File: config.mk
export PLATFORM = sky130hd
export DESIGN_NAME = sys_tick_timer
export DESIGN_NICKNAME = d
export VERILOG_FILES = /design/src/rtl/timer_pkg.sv /design/src/rtl/tick_counter.sv /design/src/rtl/compare_unit.sv /design/src/rtl/sys_tick_timer.sv
export SDC_FILE = /design/constraint.sdc
export NUM_CORES = 1
export LEC_CHECK = 0
export CORE_MARGIN = 3
export CORE_UTILIZATION = 50
export DETAILED_ROUTE_END_ITERATION = 6
export PLACE_DENSITY = 0.76
export RECOVER_POWER = 50
export SKIP_LAST_GASP = 1
export SYNTH_ARGS = -nofsm -noshare
export SYNTH_HDL_FRONTEND = slang
export SYNTH_HIERARCHICAL = 1
export SYNTH_SLANG_ARGS = --single-unit
export TNS_END_PERCENT = 50
File: constraint.sdc
create_clock -name clk -period 1.8 [get_ports clk]
set_input_delay 0.36 -clock clk [delete_from_list [all_inputs] [get_ports clk]]
set_output_delay 0.36 -clock clk [all_outputs]
set_load 0.1 [all_outputs]
File: src/rtl/timer_pkg.sv
// Shared register-select codes and control bit positions for the tick timer.
// Assumes a word-aligned bus where address bits [3:2] pick the register.
package timer_pkg;
    localparam int BUS_ADDR_W  = 4;
    localparam int FLAG_BIT    = 0;
    localparam int EN_BIT      = 4;

    typedef enum logic [1:0] {
        SEL_CTRL = 2'd0,
        SEL_LO   = 2'd1,
        SEL_HI   = 2'd2,
        SEL_CMP  = 2'd3
    } reg_sel_e;
endpackage

File: src/rtl/tick_counter.sv
// Free-running up-counter of CNT_W bits with no load or hold input.
// Assumes a synchronous active-low reset; wraps to zero at all-ones.
module tick_counter #(
    parameter int CNT_W = 64
) (
    input  logic             clk,
    input  logic             rst_n,
    output logic [CNT_W-1:0] count
);
    // Advance the count on every clock after reset.
    always_ff @(posedge clk) begin
        if (!rst_n) count <= '0;
        else        count <= count + CNT_W'(1);
    end
endmodule

File: src/rtl/compare_unit.sv
// Compare register, enable bit and sticky match flag for one channel.
// Assumes DATA_W > EN_BIT. A match found at a clock edge takes priority
// over a clearing write at that same edge.
module compare_unit
    import timer_pkg::*;
#(
    parameter int DATA_W = 32
) (
    input  logic              clk,
    input  logic              rst_n,
    input  logic [DATA_W-1:0] cnt_lo,
    input  logic              cmp_we,
    input  logic              ctrl_we,
    input  logic [DATA_W-1:0] wdata,
    output logic [DATA_W-1:0] cmp_value,
    output logic              cmp_en,
    output logic              match_flag
);
    logic hit;

    // Equality of the live low word and the armed compare value.
    always_comb hit = cmp_en && (cnt_lo == cmp_value);

    // Hold the programmed compare value.
    always_ff @(posedge clk) begin
        if (!rst_n)      cmp_value <= '0;
        else if (cmp_we) cmp_value <= wdata;
    end

    // Load the enable from every control write.
    always_ff @(posedge clk) begin
        if (!rst_n)       cmp_en <= 1'b0;
        else if (ctrl_we) cmp_en <= wdata[EN_BIT];
    end

    // Sticky flag: set by a hit, cleared by write-one, hit wins a tie.
    always_ff @(posedge clk) begin
        if (!rst_n)                            match_flag <= 1'b0;
        else if (hit)                          match_flag <= 1'b1;
        else if (ctrl_we && wdata[FLAG_BIT])   match_flag <= 1'b0;
    end
endmodule

File: src/rtl/sys_tick_timer.sv
// Top of the tick timer: decodes the register bus, muxes read data and
// gates the interrupt. Assumes single-cycle writes and combinational reads.
module sys_tick_timer
    import timer_pkg::*;
#(
    parameter int DATA_W = 32
) (
    input  logic                  clk,
    input  logic                  rst_n,
    input  logic                  bus_wr,
    input  logic [BUS_ADDR_W-1:0] bus_addr,
    input  logic [DATA_W-1:0]     bus_wdata,
    output logic [DATA_W-1:0]     bus_rdata,
    output logic                  irq
);
    localparam int CNT_W = 2 * DATA_W;

    logic [CNT_W-1:0]  cnt;
    logic [DATA_W-1:0] cmp_q;
    logic              en_q;
    logic              flag_q;
    reg_sel_e          sel;
    logic              unused_addr_bits;

    // Word select from the address; the byte-lane bits are not used.
    always_comb sel = reg_sel_e'(bus_addr[3:2]);
    assign unused_addr_bits = ^bus_addr[1:0];

    tick_counter #(.CNT_W(CNT_W)) u_cnt (
        .clk   (clk),
        .rst_n (rst_n),
        .count (cnt)
    );

    compare_unit #(.DATA_W(DATA_W)) u_cmp (
        .clk        (clk),
        .rst_n      (rst_n),
        .cnt_lo     (cnt[DATA_W-1:0]),
        .cmp_we     (bus_wr && (sel == SEL_CMP)),
        .ctrl_we    (bus_wr && (sel == SEL_CTRL)),
        .wdata      (bus_wdata),
        .cmp_value  (cmp_q),
        .cmp_en     (en_q),
        .match_flag (flag_q)
    );

    // Interrupt is the pending flag gated by the enable.
    always_comb irq = flag_q && en_q;

    // Read mux over the four registers; status bits outside 0 and 4 read 0.
    always_comb begin
        bus_rdata = '0;
        unique case (sel)
            SEL_CTRL: begin
                bus_rdata[FLAG_BIT] = flag_q;
                bus_rdata[EN_BIT]   = en_q;
            end
            SEL_LO:  bus_rdata = cnt[DATA_W-1:0];
            SEL_HI:  bus_rdata = cnt[CNT_W-1:DATA_W];
            SEL_CMP: bus_rdata = cmp_q;
        endcase
    end
endmodule


==> impl_metrics.yaml <==
final_layout:
  syn2layout_area_growth_pct: 57.1
  final_util: 0.812
  drive_gt1_frac: 0.445
  multi_input_area_sq_um: 3660
  diodes: 0
  fillers: 539
  finalNonFillerCells: 904
  seq_area_sq_um: 2020
  nets: 803
flow_run:
  cap_viol_max_count: 0
floorplanning:
  dieWidth_microns: 110
  io_pins: 72
  dieHeight_microns: 110
  die_area_sq_um: 12100
  fp.coreArea_sq_um: 10400
  num_rows: 37
  start_util: 0.517
clocking:
  cts_tree: "done"
  root_buffer: "clkbuf_8"
  holdBufCountCts: 0
  clock_latency_ns: 0.38
  clock-sinks: 98
  clk_pin_slew_ns: 0.10
  htreeDepth: 3
  cts_buffer_depth: 2
  cts_buffers: 9
critical_path:
  slowest_delay_ns: 0.38
  r2r-start: "u_cnt/count[28]$_SDFF_PN0_"
  start_kind: "flop"
  path_max_fanout: 10
  crit_chain: "nand4_1, nor4_4, buf_4, nand4_1, buf_6, or3_1, a21oi_1"
  crit_type: "reg -> reg"
  slowest_stage: "nor4_4"
  reg2reg_to: "u_cnt/count[57]$_SDFF_PN0_"
  crit_required_ns: 2.10
  crit_path_end_kind: "flop"
  timing.critical_path.mode_cell: "nand4_1"
  r2r_setup_slack_ns: -0.28
  crit_arrival_ns: 2.38
  cp_top_family: "simple AND/OR/NAND/NOR gates"
  ff2ff_path_depth: 7
  path_buf_inv: 2
synth:
  synth-async-reset-ratio: 0
  avgSynthCellArea_sq_um: 9.43
  synth_flop_cell: "dfxtp_1"
  netlist_area_sq_um: 5390
  netlist_instances: 571
  yosys.cell_types.count: 44
  yosysWarnings: 6
  synth_seq_cells: 98
  seq_area_frac_synth: 0.364
  synth_edf_count: 0
  syn_nets: 611
route:
  drc_errors: 0
  avgViaCountPerCell: 6.43
  avgRoutedWirePerCell_microns: 25.0
  drtPass1Iterations: 5
  final_antenna_net_count: 0
  num_vias: 5815
  drt-total-wl_mm: 22.6
  drt_iter0_markers: 802
grt:
  grt_pass1_wl_mm: 31.3
  grt_max_degree: 62
  antenna_found_initial: 0
  grt_pass1_vias: 5756
  grt-ovfl-total: 0
  grtUsageTotal: 0.341
pwr:
  p_int_w: 0.00336
  switching_share: 0.269
  irDropWorstVdd_mv: 0.347
  p_total_w: 0.00459
  p_clk_frac: 0.367
  p_sw_w: 0.00123
  comb_power_share: 0.147
  p_seq_frac: 0.486
  pwr_density_cell_nw_per_um2: 543
  p_leak_nw: 3.45
sta:
  fin_ws_ns: -0.280
  rsz0062_at_grt: "true"
  fmax_mhz: 481
  tightest_slew_ns: 0.479
  finalCritPeriodShare: 1.16
  hold_slack_ns: 0.515
  slew_headroom: 0.680
  maxSlewViolCount: 0
  period_minus_slack_ns: 2.08
  finalSetupTns_ns: -7.66
  skew_ns: 0.0165
  hold_viol: 0
  finalSetupViolCount: 71
min_path:
  min_to: "u_cnt/count[62]$_SDFF_PN0_"
  min-delay-start: "u_cnt/count[62]$_SDFF_PN0_"
  hp-class: "reg -> reg"
  hold_depth: 2
outcome:
  violations: "setup timing"
  status: "finished, violations left"
place:
  portBuffers: 69
  globalplace.congestion: 0.884
  dp_hpwl_mm: 12.4
  dp.cells: 857
==> power by group through the flow <==
| stage | Combinational [W] | Clock, W | Sequential (W) |
|---|---|---|---|
| 6_report | 0.000676 | 0.00169 | 0.00223 |
| 5_1_grt | 0.000693 | 0.00176 | 0.00223 |
| 4_1_cts | 0.000641 | 0.00165 | 0.00223 |
| 3_5_place_dp | 0.000549 | 0 | 0.00228 |
| 3_3_place_gp | 0.000537 | 0 | 0.00227 |
| 2_1_floorplan | 0.000307 | 0 | 0.00227 |
==> cell type report <==
class                      instances  share of cell area
clock inverter                     5              0.0101
timing repair buffer             209               0.278
sequential                        98               0.239
tap                              136              0.0201
multi-input combinational        437               0.432
inverter                           8             0.00355
clock buffer                      11              0.0167
==> kinds of logic (layout without fill, tap and decap cells) <==
logic type                 Yosys count  count (layout)  synth area share
muxes                               66              66             0.154
AOI/OAI and AO/OA                   75              75            0.0927
DFF                                 98              98             0.364
buffers and inverters               36             233            0.0372
xor gates and xnor gates            71              71             0.115
adders and majority gates            1               1           0.00232
and+or+nand+nor                    224             224             0.234
==> sequential cells by signal, indices dropped and copies added (netlist names) <==
signal / count
u_cnt/count: 64
u_cmp/cmp_value: 32
u_cmp/cmp_en: 1
u_cmp/match_flag: 1
==> how the worst max path moves through the flow <==
stage                                          start                          to  slack [ns]  cells after the start
final                     u_cnt/count[28]$_SDFF_PN0_  u_cnt/count[57]$_SDFF_PN0_       -0.28                      7
after global routing      u_cnt/count[28]$_SDFF_PN0_  u_cnt/count[63]$_SDFF_PN0_       -0.31                      7
after CTS                  u_cnt/count[1]$_SDFF_PN0_  u_cnt/count[57]$_SDFF_PN0_       -0.14                      8
after detailed placement                 bus_addr[3]               bus_rdata[17]       -0.30                      5
after global placement                   bus_addr[3]               bus_rdata[28]       -0.26                      5
after floorplan            u_cnt/count[0]$_SDFF_PN0_  u_cnt/count[54]$_SDFF_PN0_       -0.11                      7
==> synth_stat cells (2+ instances only) <==
library cell	instances	area (sq um)
inv_1	7	26.3
a21oi_1	21	105
dfxtp_1	98	1960
nand2_1	20	75.1
nor3_1	5	25.0
mux2_2	2	22.5
nand4_2	2	25.0
a22o_1	30	263
o21ai_0	19	95.1
or4_1	4	30.0
nor3b_1	2	15.0
xnor2_1	21	184
and3_1	6	37.5
mux2i_1	34	340
nor2_1	51	191
o31ai_1	2	15.0
nand4_1	36	225
nand3_1	21	105
and4_1	3	26.3
nor2b_1	33	206
buf_12	2	40.0
buf_2	8	40.0
and2_1	3	18.8
or3_1	20	125
xor2_1	50	438
mux2_4	28	420
nor4_1	9	56.3
or2_2	3	18.8
nor4_4	2	42.5
clkbuf_1	15	56.3
==> metrics by stage <==
stage               cell area [sq um]  setup slack (ns)
global placement                 7330            -0.260
finish                           8460            -0.280
global route                     8460            -0.314
floorplan                        5420            -0.110
detailed placement               7330            -0.302
CTS                              8200            -0.141
==> layer usage <==
layer | share of wire | vias to the layer above | GRT usage
li1 | - | 2444 | -
met5 | 0 | - | 0
met4 | 0.075 | 0 | 0.201
met3 | 0.089 | 149 | 0.0611
met2 | 0.46 | 418 | 0.578
met1 | 0.37 | 2804 | 0.401
==> repair_timing <==
action | in CTS | in global routing
buffers inserted | 25 | 6
cloned | 4 | 0
pin swaps | 32 | 38
endpoints found under the setup margin | 68 | 78
gates resized for setup | 100 | 60
==> worst register-to-register path: stages (launching register included) <==
cell and delay, ns:
dfxtp_2 0.34, nand4_1 0.30, nor4_4 0.38, buf_4 0.19, nand4_1 0.11, buf_6 0.18
or3_1 0.35, a21oi_1 0.17
==> layout by cell type, fill, tap and decap left out, types with 4 or more instances in the layout <==
cell type,instances
clkdlybuf4s50_1,33
o21ai_0,15
a21oi_1,17
xor2_1,47
mux2i_1,34
mux2_4,29
nand4_1,36
nor4_1,5
a21oi_2,4
or3_1,15
buf_4,100
clkbuf_8,10
nor4_4,4
dfxtp_2,40
buf_12,41
dfxtp_1,55
a22o_2,13
a22o_4,17
xnor2_1,20
buf_6,27
nor2_1,50
nand3_1,16
nor2b_1,33
or3_4,5
inv_1,7
buf_16,4
and3_1,5
nand2_1,17
(Power assumes the default switching activity.)
